**src/rtl/dir_pkg.sv**
```systemverilog
package dir_pkg;
  typedef enum logic [1:0] {
    REQ_RD_MISS = 2'd0,
    REQ_WR_MISS = 2'd1,
    REQ_WR_HIT  = 2'd2
  } req_e;

  typedef enum logic [1:0] {
    MSG_RECALL_SH  = 2'd0,
    MSG_RECALL_INV = 2'd1,
    MSG_INVAL      = 2'd2,
    MSG_DATA       = 2'd3
  } msg_e;

  typedef enum logic [2:0] {
    ST_IDLE, ST_INV, ST_RECALL, ST_WAIT, ST_WB, ST_REPLY
  } state_e;
endpackage

```
**src/rtl/prio_pick.sv**
```systemverilog
module prio_pick #(
  parameter int N = 4,
  localparam int IW = (N > 1) ? $clog2(N) : 1
) (
  input  logic [N-1:0]  req_i,
  output logic [N-1:0]  gnt_o,
  output logic [IW-1:0] idx_o,
  output logic          any_o
);
  always_comb begin
    gnt_o = '0;
    idx_o = '0;
    for (int i = N - 1; i >= 0; i--) begin
      if (req_i[i]) idx_o = IW'(i);
    end
    any_o = |req_i;
    if (any_o) gnt_o[idx_o] = 1'b1;
  end
endmodule

```
**src/rtl/dir_store.sv**
```systemverilog
module dir_store #(
  parameter int NPROC = 4,
  parameter int NBLK  = 4,
  localparam int BW = (NBLK > 1) ? $clog2(NBLK) : 1
) (
  input  logic             clk_i,
  input  logic             rst_ni,
  input  logic [BW-1:0]    rd_blk_i,
  output logic [NPROC-1:0] rd_pres_o,
  output logic             rd_dirty_o,
  input  logic             we_i,
  input  logic [BW-1:0]    wr_blk_i,
  input  logic [NPROC-1:0] wr_pres_i,
  input  logic             wr_dirty_i
);
  logic [NPROC-1:0] pres_q [NBLK];
  logic [NBLK-1:0]  dirty_q;

  always_ff @(posedge clk_i or negedge rst_ni) begin
    if (!rst_ni) begin
      for (int b = 0; b < NBLK; b++) pres_q[b] <= '0;
      dirty_q <= '0;
    end else if (we_i) begin
      pres_q[wr_blk_i]  <= wr_pres_i;
      dirty_q[wr_blk_i] <= wr_dirty_i;
    end
  end

  assign rd_pres_o  = pres_q[rd_blk_i];
  assign rd_dirty_o = dirty_q[rd_blk_i];

  AST_DIRTY_SOLE: assert property (@(posedge clk_i) disable iff (!rst_ni)
    we_i && wr_dirty_i |-> $countones(wr_pres_i) == 1);
  AST_DIRTY_STORED: assert property (@(posedge clk_i) disable iff (!rst_ni)
    rd_dirty_o |-> $countones(rd_pres_o) == 1);
endmodule

```
**src/rtl/dir_ctrl.sv**
```systemverilog
module dir_ctrl
  import dir_pkg::*;
#(
  parameter int NPROC = 4,
  parameter int NBLK  = 4,
  parameter int DW    = 8,
  localparam int PW = (NPROC > 1) ? $clog2(NPROC) : 1,
  localparam int BW = (NBLK > 1) ? $clog2(NBLK) : 1,
  localparam int CW = $clog2(NPROC + 1)
) (
  input  logic          clk_i,
  input  logic          rst_ni,
  input  logic          req_valid_i,
  output logic          req_ready_o,
  input  logic [1:0]    req_type_i,
  input  logic [PW-1:0] req_pid_i,
  input  logic [BW-1:0] req_blk_i,
  output logic          busy_o,
  output logic          msg_valid_o,
  input  logic          msg_ready_i,
  output logic [1:0]    msg_type_o,
  output logic [PW-1:0] msg_dst_o,
  output logic [BW-1:0] msg_blk_o,
  output logic [DW-1:0] msg_data_o,
  input  logic          ack_valid_i,
  input  logic [PW-1:0] ack_pid_i,
  input  logic [DW-1:0] ack_data_i,
  output logic          mem_rd_o,
  output logic          mem_wr_o,
  output logic [BW-1:0] mem_addr_o,
  output logic [DW-1:0] mem_wdata_o,
  input  logic [DW-1:0] mem_rdata_i
);
  state_e           state_q;
  req_e             cur_type_q;
  logic [PW-1:0]    cur_pid_q, cur_owner_q;
  logic [BW-1:0]    cur_blk_q;
  logic [NPROC-1:0] cur_pres_q, inv_mask_q;
  logic [CW-1:0]    outs_q;
  logic [DW-1:0]    rec_data_q;
  logic             use_rec_q;

  logic [NPROC-1:0] rd_pres, req_bit, cur_bit, inv_gnt, own_gnt;
  logic             rd_dirty, inv_any, own_any;
  logic [PW-1:0]    inv_idx, own_idx;
  logic             msg_hs, issue, dir_we;
  logic [NPROC-1:0] new_pres;

  dir_store #(.NPROC(NPROC), .NBLK(NBLK)) u_store (
    .clk_i, .rst_ni,
    .rd_blk_i(req_blk_i), .rd_pres_o(rd_pres), .rd_dirty_o(rd_dirty),
    .we_i(dir_we), .wr_blk_i(cur_blk_q), .wr_pres_i(new_pres),
    .wr_dirty_i(cur_type_q != REQ_RD_MISS)
  );

  prio_pick #(.N(NPROC)) u_inv_pick (
    .req_i(inv_mask_q), .gnt_o(inv_gnt), .idx_o(inv_idx), .any_o(inv_any));

  prio_pick #(.N(NPROC)) u_own_pick (
    .req_i(rd_pres), .gnt_o(own_gnt), .idx_o(own_idx), .any_o(own_any));

  always_comb begin
    req_bit = '0;
    req_bit[req_pid_i] = 1'b1;
    cur_bit = '0;
    cur_bit[cur_pid_q] = 1'b1;
  end

  assign busy_o      = (state_q != ST_IDLE);
  assign req_ready_o = !busy_o;
  assign new_pres    = (cur_type_q == REQ_RD_MISS) ? (cur_pres_q | cur_bit) : cur_bit;

  always_comb begin
    msg_valid_o = 1'b0;
    msg_type_o  = MSG_DATA;
    msg_dst_o   = cur_pid_q;
    msg_data_o  = '0;
    mem_rd_o    = 1'b0;
    mem_wr_o    = 1'b0;
    unique case (state_q)
      ST_INV: begin
        msg_valid_o = inv_any;
        msg_type_o  = MSG_INVAL;
        msg_dst_o   = inv_idx;
      end
      ST_RECALL: begin
        msg_valid_o = 1'b1;
        msg_type_o  = (cur_type_q == REQ_RD_MISS) ? MSG_RECALL_SH : MSG_RECALL_INV;
        msg_dst_o   = cur_owner_q;
      end
      ST_WB: mem_wr_o = 1'b1;
      ST_REPLY: begin
        msg_valid_o = 1'b1;
        msg_data_o  = use_rec_q ? rec_data_q : mem_rdata_i;
        mem_rd_o    = !use_rec_q;
      end
      default: ;
    endcase
  end

  assign msg_blk_o   = cur_blk_q;
  assign mem_addr_o  = cur_blk_q;
  assign mem_wdata_o = rec_data_q;
  assign msg_hs      = msg_valid_o && msg_ready_i;
  assign issue       = msg_hs && (state_q == ST_INV || state_q == ST_RECALL);
  assign dir_we      = msg_hs && (state_q == ST_REPLY);

  always_ff @(posedge clk_i or negedge rst_ni) begin
    if (!rst_ni) begin
      state_q     <= ST_IDLE;
      cur_type_q  <= REQ_RD_MISS;
      cur_pid_q   <= '0;
      cur_owner_q <= '0;
      cur_blk_q   <= '0;
      cur_pres_q  <= '0;
      inv_mask_q  <= '0;
      outs_q      <= '0;
      rec_data_q  <= '0;
      use_rec_q   <= 1'b0;
    end else begin
      outs_q <= outs_q + CW'(issue) - CW'(ack_valid_i);
      if (ack_valid_i && use_rec_q) rec_data_q <= ack_data_i;
      unique case (state_q)
        ST_IDLE: if (req_valid_i) begin
          cur_type_q  <= req_e'(req_type_i);
          cur_pid_q   <= req_pid_i;
          cur_blk_q   <= req_blk_i;
          cur_pres_q  <= rd_pres;
          cur_owner_q <= own_idx;
          use_rec_q   <= rd_dirty;
          inv_mask_q  <= rd_pres & ~req_bit;
          if (rd_dirty)                            state_q <= ST_RECALL;
          else if (req_e'(req_type_i) == REQ_RD_MISS) state_q <= ST_REPLY;
          else                                     state_q <= ST_INV;
        end
        ST_INV: begin
          if (msg_hs) inv_mask_q <= inv_mask_q & ~inv_gnt;
          if (!inv_any) state_q <= ST_WAIT;
        end
        ST_RECALL: if (msg_hs) state_q <= ST_WAIT;
        ST_WAIT: if (outs_q == '0) state_q <= use_rec_q ? ST_WB : ST_REPLY;
        ST_WB: state_q <= ST_REPLY;
        ST_REPLY: if (msg_hs) state_q <= ST_IDLE;
        default: state_q <= ST_IDLE;
      endcase
    end
  end

  AST_MSG_HOLD: assert property (@(posedge clk_i) disable iff (!rst_ni)
    msg_valid_o && !msg_ready_i |=> msg_valid_o && $stable(msg_type_o)
      && $stable(msg_dst_o) && $stable(msg_data_o));
  AST_INV_NOT_SELF: assert property (@(posedge clk_i) disable iff (!rst_ni)
    msg_valid_o && msg_type_o == MSG_INVAL |-> msg_dst_o != cur_pid_q);
  AST_ACK_EXPECTED: assert property (@(posedge clk_i) disable iff (!rst_ni)
    ack_valid_i |-> outs_q != '0);
  AST_REPLY_DRAINED: assert property (@(posedge clk_i) disable iff (!rst_ni)
    msg_valid_o && msg_type_o == MSG_DATA |-> outs_q == '0);
  AST_RECALL_SRC: assert property (@(posedge clk_i) disable iff (!rst_ni)
    ack_valid_i && use_rec_q |-> ack_pid_i == cur_owner_q);
  AST_OWNER_KNOWN: assert property (@(posedge clk_i) disable iff (!rst_ni)
    rd_dirty |-> own_any && (own_gnt == rd_pres));
endmodule

```
**config.mk**
```make
export PLATFORM = sky130hd
export DESIGN_NAME = dir_ctrl
export DESIGN_NICKNAME = d
export VERILOG_FILES = /design/src/rtl/dir_pkg.sv /design/src/rtl/prio_pick.sv /design/src/rtl/dir_store.sv /design/src/rtl/dir_ctrl.sv
export SDC_FILE = /design/constraint.sdc
export NUM_CORES = 1
export LEC_CHECK = 0
export ABC_AREA = 1
export CAP_MARGIN = 20
export CORE_MARGIN = 2
export CORE_UTILIZATION = 51
export CTS_BUF_LIST = sky130_fd_sc_hd__clkbuf_4 sky130_fd_sc_hd__clkbuf_8 sky130_fd_sc_hd__clkbuf_16
export CTS_CLUSTER_DIAMETER = 100
export DETAILED_ROUTE_END_ITERATION = 8
export PLACE_DENSITY = 0.83
export SLEW_MARGIN = 10
export SYNTH_ARGS = -nofsm -noshare
export SYNTH_HDL_FRONTEND = slang
export SYNTH_SLANG_ARGS = --single-unit
```
**constraint.sdc**
```tcl
create_clock -name clk_i -period 2.75 [get_ports clk_i]
set_input_delay 0.275 -clock clk_i [delete_from_list [all_inputs] [get_ports clk_i]]
set_output_delay 0.275 -clock clk_i [all_outputs]
set_load 0.02 [all_outputs]
```
==> results.py, run 1 <==
metrics = {
    "global_routing": {
        "gr-total-overflow": 0,
        "grt_first_pass_wirelength_um": 11600,
        "grt_pass1_vias": 2441,
        "antenna_found_initial": 0,
        "track_usage": 0.240,
        "grt_start_max_net_pins": 29,
    },
    "worst_setup_path": {
        "cp.required_ps": 2480,
        "cp.buffers_inverters": 2,
        "cp.arrival_ps": 2320,
        "r2r_cells": 9,
        "worstPathCellList": "inv_2, nand3_1, nand2_1, o221ai_1, clkdlybuf4s50_1",
        "worstPathMaxFanout": 8,
        "cp_top_family": "buffers and inverters",
        "critPathKind": "reg2out",
        "crit_slowest_cell": "clkdlybuf4s50_1",
        "start_kind": "register",
        "worst_setup_path_end_kind": "output pin",
        "slowest_delay_ps": 660,
        "path_depth": 5,
    },
    "yosys": {
        "yosysMostFrequentCell": "nand2_1",
        "synthAdderAreaFrac": 0.0161,
        "synth_top_area_frac": 0.457,
        "yosysWarnings": 0,
        "synth_nets": 385,
        "synth-async-reset-ratio": 1.00,
        "yosys-top-cells-count": "nand2_1 (122), dfrtp_1 (51), inv_1 (44)",
        "synth_mux_area_frac": 0.0323,
        "avgSynthCellArea_um2": 7.90,
        "yosys.area.top_type": "dfrtp_1",
        "ys_seq_area_frac": 0.457,
        "synth-compound-area-share": 0.0951,
        "synth_area_mm2": 0.00279,
        "ys_seq_elements": 51,
        "synth_cell_types": 34,
        "synth_edf_count": 0,
        "synth_xor_area_frac": 0.00628,
        "synth_top_cells_by_area": "dfrtp_1 (46%), nand2_1 (16%), inv_1 (5.9%), nand3_1 (4.3%), o21ai_0 (3.9%)",
        "synth_top_family_by_area": "simple AND/OR/NAND/NOR gates",
        "synthFlopType": "dfrtp_1",
        "netlist_instances": 353,
        "yosys.area_share.simple": 0.298,
    },
    "clock_tree": {
        "cts_root_buf": "clkbuf_8",
        "cts_tree": "built",
        "htree_levels": 2,
        "cts.clk_slew.worst_paths_ps": 100,
        "clk_path_buf_depth": 2,
        "clock_latency_ps": 310,
        "post_cts_buffers": 0,
        "cts_inserted_buffers": 5,
        "cts_sinks": 51,
        "ctsResizeCount": 0,
    },
    "pwr": {
        "comb_power_share": 0.516,
        "leakagePower_uw": 0.00172,
        "p_int_uw": 2090,
        "p_switching_uw": 1710,
        "p_per_area_mw_per_mm2": 1090,
        "seqPwrFrac": 0.363,
        "vdd_drop_max_v": 0.000576,
        "pwr-share-clk": 0.122,
        "sw_frac_of_total": 0.449,
    },
    "sta": {
        "hold_viol": 0,
        "fmax_mhz": 385,
        "timing.final.max_slew_violations": 0,
        "tightest_slew_ps": 619,
        "slew_headroom": 0.585,
        "tns_ps": 0,
        "clock_skew_ps": 8.21,
        "rsz0062_at_grt": "false",
        "min_period_over_period": 0.945,
        "post-route-min-period_ps": 2600,
        "setup_viol_count_final": 0,
        "fin_hold_ws_ps": 467,
    },
    "place": {
        "hpwl_um": 5120,
        "gp_congestion": 0.869,
        "placed_area_mm2": 0.00338,
        "io_buffers": 55,
    },
    "routing": {
        "first_pass_iters": 4,
        "drt_wl_total_um": 6830,
        "wl_per_cell_um": 14.2,
        "via_per_inst": 5.15,
        "initialDrtViolationCount": 242,
        "drc": 0,
        "num_vias": 2480,
        "final_antenna_net_count": 0,
    },
    "floorplanning": {
        "start_util": 0.536,
        "ios": 58,
        "rows": 26,
        "die_area_mm2": 0.00608,
        "core_mm2": 0.00520,
        "die_h_um": 78.0,
        "die_x_um": 78.0,
    },
    "job": {
        "maxCapViolations": 0,
    },
    "finish": {
        "diodes": 0,
        "nNetsFinal": 443,
        "fillCellCount": 450,
        "drive_gt1_frac": 0.102,
        "stdcell_area_mm2": 0.00349,
        "syn2layout_area_growth_pct": 25.0,
    },
    "worst_hold_path": {
        "hold_class": "in2async",
    },
    "status": {
        "outcome": "complete, no violations",
    },
}
[cell usage in the layout, fill, tap and decap left out, drive strengths merged, types with 6 or more instances in the layout]
master         Yosys  routed
nand3             25      25
a21oi             14      14
clkbuf             1       6
inv               47      47
mux2               8       8
nor2              13      13
o21ai             29      29
nand4              6       6
dfrtp             51      51
clkdlybuf4s50      0      54
nand2            128     128
[cell type report]
type / instances / area [µm²] / share of cell area
sequential: 51 / 1280 / 0.366
timing repair buffer: 60 / 586 / 0.168
clock inverter: 2 / 16.3 / 0.00466
multi-input combinational: 243 / 1250 / 0.358
inverter: 50 / 191 / 0.0549
tap: 70 / 87.6 / 0.0251
clock buffer: 6 / 82.6 / 0.0237
[power groups by stage]
stage | Clock (µW) | Sequential, µW | Combinational (µW)
floorplan | 0 | 1390 | 1280
global placement | 0 | 1370 | 1890
detailed placement | 0 | 1390 | 1950
CTS | 468 | 1370 | 1960
global route | 497 | 1430 | 2160
finish | 463 | 1380 | 1960
[final timing paths]
path / to / startpoint / slack, ps
setup reg to reg: outs_q[2]$_DFF_PN0_ / state_q[0]$_DFFE_PN0P_ / 330
min in group clk_i: cur_type_q[1]$_DFFE_PN0P_ / cur_type_q[1]$_DFFE_PN0P_ / 490
setup / recovery: msg_dst_o[1] / state_q[0]$_DFFE_PN0P_ / 150
hold reg to reg: cur_type_q[1]$_DFFE_PN0P_ / cur_type_q[1]$_DFFE_PN0P_ / 490
hold / removal: u_store.pres_q[12]$_DFFE_PN0P_ / rst_ni / 470
max in group asynchronous: mem_wdata_o[0]$_DFFE_PN0P_ / rst_ni / 1520
[registers in the layout (all words and copies together), names as in the netlist]
signal           flops
cur_pres_q           4
mem_addr_o           2
cur_type_q           2
mem_wdata_o          8
state_q              3
inv_mask_q           4
u_store.pres_q      16
u_store.dirty_q      4
cur_pid_q            2
outs_q               3
use_rec_q            1
cur_owner_q          2
[cells by family (layout without fill, tap and decap cells)]
logic type,count (synthesis),in the layout
XOR/XNOR,2,2
flip-flops,51,51
adder cells (fa/ha/maj),3,3
AND/OR/NAND/NOR,180,180
multiplexers,8,8
buffers and inverters,59,118
AO/OA/AOI/OAI,50,50
[metal layers]
| metal | part of all wire | track usage | routed length [µm] |
|---|---|---|---|
| met3 | 0.047 | 0.0372 | 322 |
| met5 | 0 | 0 | 0 |
| met2 | 0.48 | 0.394 | 3250 |
| met1 | 0.47 | 0.330 | 3180 |
| met4 | 0.0097 | 0.0737 | 66 |
[through the flow]
stage / total power (µW) / utilization / worst slack, ps / std cells
2_1_floorplan: 2660 / - / 473 / 353
3_3_place_gp: 3260 / 0.649 / 436 / 473
3_5_place_dp: 3340 / 0.649 / 368 / 473
4_1_cts: 3800 / 0.670 / 209 / 482
5_1_grt: 4090 / 0.670 / 59.3 / 482
6_report: 3800 / 0.670 / 153 / 482
[worst reg2reg max path, cell delays in order, from the launching register on]
cell     delay (ps)
dfrtp_1         510
inv_2           120
nand3_1         190
nand2_1         270
nand3_1         120
ha_1            280
inv_1            40
ha_1            190
fa_1            400
xor2_1          170
[timing repair]
item / in CTS / in global routing
endpoints found under the hold margin: 23 / 0
hold buffers: 1 / 0
setup endpoints to repair: 0 / 0
Note: power is estimated with default switching activity, not from simulation.
==> run 2: changes to the inputs <==
PLACE_DENSITY = 0.89   (was 0.83)
==> run 2 against run 1 <==
  * Clock skew about the same
  * Register-to-register slack hardly changed
  * Clock power fell by 6.7%
  * Combinational power hardly changed
  * Final area down 0.54%
  * Critical path depth stayed put
  * Cell count down 0.41%
  * Die area unchanged
  * Total power decreased by 0.37%
  * Worst setup slack got worse by 43 ps
  * Largest cell class unchanged
  * Highest routed layer unchanged
==> results.py, run 2 (synthesized netlist as in run 1, its figures left out) <==
metrics = {
    "finish": {
        "final_cell_mix": "nand2_1 (122), clkdlybuf4s50_1 (54), dfrtp_1 (51)",
        "drive_gt1_frac": 0.0976,
        "final_cells": 480,
        "post-route-util": 0.667,
        "final_common_cell": "nand2_1",
        "largest_reg_flops": 16,
        "largest_register": "u_store.pres_q",
        "diodes": 0,
        "syn2layout_area_growth_pct": 24.3,
        "nNetsFinal": 442,
    },
    "place": {
        "io_buffers": 55,
        "gp_congestion": 0.922,
        "post-place-ws_ps": 363,
        "dpl.cell_count": 472,
        "hpwl_um": 5080,
    },
    "clock_tree": {
        "cts_root_buf": "clkbuf_8",
        "cts_sinks": 51,
        "cts_inserted_buffers": 5,
        "htree_levels": 2,
        "clock_latency_ps": 300,
        "post_cts_buffers": 0,
        "ctsResizeCount": 0,
        "cts_tree": "built",
        "cts_hold_buf": 1,
        "clk_path_buf_depth": 2,
        "cts.clk_slew.worst_paths_ps": 90,
    },
    "routing": {
        "drc": 0,
        "first_pass_iters": 4,
        "drt_wl_total_um": 6760,
        "num_vias": 2495,
        "initialDrtViolationCount": 182,
        "wl_per_cell_um": 14.1,
        "via_per_inst": 5.20,
        "final_antenna_net_count": 0,
    },
    "worst_setup_path": {
        "worst_setup_path_end_kind": "output pin",
        "start_kind": "register",
        "crit_slowest_cell": "clkdlybuf4s50_1",
        "worstPathMaxFanout": 8,
        "r2r_start": "state_q[0]$_DFFE_PN0P_",
        "reg2reg_to": "outs_q[2]$_DFF_PN0_",
        "worstPathCellList": "inv_2, nand3_1, nand2_1, o221ai_1, clkdlybuf4s50_1",
        "cp.required_ps": 2480,
        "r2r_cells": 9,
        "critPathKind": "reg2out",
        "cp.arrival_ps": 2370,
        "ff2ff_setup_slack_ps": 320,
        "slowest_delay_ps": 670,
    },
    "sta": {
        "post-route-min-period_ps": 2640,
        "tns_ps": 0,
        "fin_ws_ps": 109,
        "hold_viol": 0,
        "fin_hold_ws_ps": 470,
        "tightest_slew_ps": 562,
        "setup_viol_count_final": 0,
        "clock_skew_ps": 8.35,
        "fmax_mhz": 379,
        "min_period_over_period": 0.960,
        "slew_headroom": 0.623,
        "rsz0062_at_grt": "false",
        "timing.final.max_slew_violations": 0,
    },
    "pwr": {
        "p_per_area_mw_per_mm2": 1090,
        "comb_power_share": 0.519,
        "pwr-share-clk": 0.114,
        "seqPwrFrac": 0.367,
        "vdd_drop_max_v": 0.000624,
        "p_switching_uw": 1700,
        "sw_frac_of_total": 0.450,
        "p_int_uw": 2080,
        "leakagePower_uw": 0.00172,
    },
    "floorplanning": {
        "rows": 26,
        "die_h_um": 78.0,
        "start_util": 0.536,
        "ios": 58,
        "die_area_mm2": 0.00608,
        "die_x_um": 78.0,
        "core_mm2": 0.00520,
    },
    "global_routing": {
        "track_usage": 0.232,
        "grt_pass1_vias": 2400,
        "antenna_found_initial": 0,
        "grt_first_pass_wirelength_um": 11200,
        "gr-total-overflow": 0,
        "grt_start_max_net_pins": 30,
    },
    "worst_hold_path": {
        "hold_class": "in2async",
    },
    "status": {
        "outcome": "complete, no violations",
    },
    "job": {
        "maxCapViolations": 0,
    },
}
-- run 2: cell types whose count changed in the layout (fill, tap and decap cells not counted) --
cell	previous run	this run
clkinv_4	1	0
clkinvlp_4	1	0
clkinv_2	1	2
buf_4	4	3
-- run 2: metal layers --
layer,GRT usage,share of wire,up-vias
met5,0,0,-
met4,0.0842,0.022,0
met3,0.0326,0.048,16
met2,0.363,0.47,64
met1,0.332,0.46,1178
li1,-,-,1237
-- run 2: final cells by class --
class                   count  area, µm²
well taps                  70       87.6
clock buffers               6       82.6
multi-input cells         243       1250
clock inverters             1       5.00
repair buffers             59        578
inverters                  50        191
fillers                   410       1740
flip-flops and latches     51       1280
-- run 2: how the worst max path moves through the flow --
| stage | from | endpoint | slack [ps] | cells after the start |
|---|---|---|---|---|
| floorplan | state_q[2]$_DFFE_PN0P_ | outs_q[2]$_DFF_PN0_ | 470 | 10 |
| CTS | state_q[0]$_DFFE_PN0P_ | msg_dst_o[1] | 110 | 5 |
| global placement | state_q[0]$_DFFE_PN0P_ | outs_q[2]$_DFF_PN0_ | 450 | 9 |
| finish | state_q[0]$_DFFE_PN0P_ | msg_dst_o[1] | 110 | 5 |
| global route | state_q[0]$_DFFE_PN0P_ | msg_dst_o[1] | 5 | 5 |
| detailed placement | state_q[0]$_DFFE_PN0P_ | outs_q[2]$_DFF_PN0_ | 360 | 9 |
-- run 2: through the flow --
step	cell area, µm²	power, µW
after floorplan	2790	2660
after global placement	3370	3250
after detailed placement	3370	3340
after CTS	3470	3780
after global routing	3470	4060
final	3470	3790
-- run 2: power groups by stage --
stage / clock network [µW] / logic [µW] / registers (µW)
5_1_grt: 458 / 2170 / 1430
4_1_cts: 436 / 1960 / 1380
2_1_floorplan: 0 / 1280 / 1390
6_report: 432 / 1960 / 1390
3_3_place_gp: 0 / 1880 / 1370
3_5_place_dp: 0 / 1940 / 1400
-- run 2: critical path: cells and delay by family, from the launching register on --
family                 cells  cell delay, ps
AOI/OAI and AO/OA          1             300
DFF                        1             560
buffers and inverters      2             760
and+or+nand+nor            2             440
==> run 3: changes to the inputs <==
CORE_MARGIN = default   (was 2)
==> run 3 against run 2 <==
  * Routed wire length fell by 2.9%
  * Combinational power barely moved
  * Critical path depth did not move
  * Clock power rose by 24%
  * Cell count rose by 0.21%
  * Worst hold slack got worse by 5.1 ps
  * Total power rose by 1.9%
  * Sequential cell count did not move
  * Via count fell by 0.28%
  * Largest cell class unchanged
==> results.py, run 3 (synthesized netlist as in run 1, its figures left out) <==
metrics = {
    "routing": {
        "final_antenna_net_count": 0,
        "via_per_inst": 5.17,
        "num_vias": 2488,
        "initialDrtViolationCount": 207,
        "drc": 0,
        "first_pass_iters": 5,
        "wl_per_cell_um": 13.6,
        "drt_wl_total_um": 6570,
    },
    "global_routing": {
        "grt_start_max_net_pins": 30,
        "grt_first_pass_wirelength_um": 11200,
        "gr-total-overflow": 0,
        "antenna_found_initial": 0,
        "grt_pass1_vias": 2425,
        "track_usage": 0.246,
    },
    "status": {
        "outcome": "complete, no violations",
    },
    "worst_setup_path": {
        "worst_setup_path_end_kind": "output pin",
        "worstPathCellList": "inv_2, nand3_1, nand2_1, o221ai_1, clkdlybuf4s50_1",
        "cp.required_ps": 2480,
        "worstPathMaxFanout": 8,
        "cp_top_family": "buffers and inverters",
        "slowest_delay_ps": 660,
        "cp.buffers_inverters": 2,
        "cp.arrival_ps": 2260,
        "crit_slowest_cell": "clkdlybuf4s50_1",
        "critPathKind": "reg2out",
        "start_kind": "register",
    },
    "place": {
        "io_buffers": 55,
        "gp_congestion": 0.891,
        "hpwl_um": 4890,
    },
    "clock_tree": {
        "post_cts_buffers": 0,
        "cts_tree": "built",
        "cts_inserted_buffers": 5,
        "cts.clk_slew.worst_paths_ps": 90,
        "cts_root_buf": "clkbuf_8",
        "clock_latency_ps": 310,
        "htree_levels": 2,
        "cts_sinks": 51,
        "clk_path_buf_depth": 2,
    },
    "sta": {
        "post-route-min-period_ps": 2530,
        "clock_skew_ps": 9.89,
        "setup_viol_count_final": 0,
        "min_period_over_period": 0.920,
        "fin_hold_ws_ps": 465,
        "timing.final.max_slew_violations": 0,
        "hold_viol": 0,
        "slew_headroom": 0.589,
        "fmax_mhz": 395,
        "tns_ps": 0,
        "rsz0062_at_grt": "false",
        "tightest_slew_ps": 613,
    },
    "floorplanning": {
        "die_h_um": 76.0,
        "die_area_mm2": 0.00577,
        "ios": 58,
        "rows": 26,
        "start_util": 0.539,
        "die_x_um": 76.0,
        "core_mm2": 0.00517,
    },
    "pwr": {
        "finalPower_uw": 3860,
        "p_per_area_mw_per_mm2": 1100,
        "leakagePower_uw": 0.00173,
        "vdd_drop_max_v": 0.000520,
    },
    "finish": {
        "fillCellCount": 410,
        "diodes": 0,
        "final_cell_mix": "nand2_1 (122), clkdlybuf4s50_1 (54), dfrtp_1 (50)",
        "nNetsFinal": 442,
        "largest_register": "u_store.pres_q",
        "largest_reg_flops": 16,
        "final_common_cell": "nand2_1",
        "syn2layout_area_growth_pct": 25.5,
        "drive_gt1_frac": 0.102,
    },
    "worst_hold_path": {
        "hold_class": "in2async",
    },
    "job": {
        "maxCapViolations": 0,
    },
}
-- run 3: metrics by stage --
stage / utilization / std cells / cell area, µm² / setup slack (ps)
2_1_floorplan: - / 353 / 2790 / 473
3_3_place_gp: 0.652 / 472 / 3370 / 432
3_5_place_dp: 0.652 / 472 / 3370 / 378
4_1_cts: 0.677 / 481 / 3500 / 148
5_1_grt: 0.677 / 481 / 3500 / 109
6_report: 0.677 / 481 / 3500 / 219
-- run 3: metal layers --
layer / track usage / vias to the layer above / wire length (µm)
li1: - / 1232 / -
met4: 0.0846 / 0 / 121
met3: 0.0494 / 13 / 377
met1: 0.311 / 1150 / 2850
met2: 0.419 / 93 / 3220
met5: 0 / - / 0
-- run 3: worst paths after layout --
path,start,end,slack (ps),cells after the start
min,rst_ni,u_store.pres_q[1]$_DFFE_PN0P_,470,2
min reg2reg,cur_type_q[0]$_DFFE_PN0P_,cur_type_q[0]$_DFFE_PN0P_,480,2
max reg2reg,state_q[0]$_DFFE_PN0P_,outs_q[2]$_DFF_PN0_,390,9
max in group asynchronous,rst_ni,cur_pres_q[0]$_DFFE_PN0P_,1540,3
max,state_q[0]$_DFFE_PN0P_,msg_dst_o[1],220,5
min in group clk_i,cur_type_q[0]$_DFFE_PN0P_,cur_type_q[0]$_DFFE_PN0P_,480,2
-- run 3: repair_timing --
action                                  CTS  global route
endpoints found under the hold margin    22             0
endpoints found under the setup margin    0             1
hold buffers                              1             0
gates resized for setup                   0             1
-- run 3: power by group --
| group | internal, µW | total [µW] | leakage (µW) | switching (µW) |
|---|---|---|---|---|
| Sequential | 1100 | 1380 | 0.000565 | 283 |
| Clock | 294 | 535 | 0.0000612 | 240 |
| Combinational | 790 | 1940 | 0.00111 | 1160 |
| Total | 2180 | 3860 | 0.00173 | 1680 |
-- run 3: area by class of cell --
cell class	instances	area, µm²	share of cell area
multi-input combinational	243	1250	0.357
tap	70	87.6	0.0250
sequential	51	1280	0.365
timing repair buffer	59	578	0.165
clock buffer	6	82.6	0.0236
clock inverter	2	35.0	0.0100
inverter	50	191	0.0547
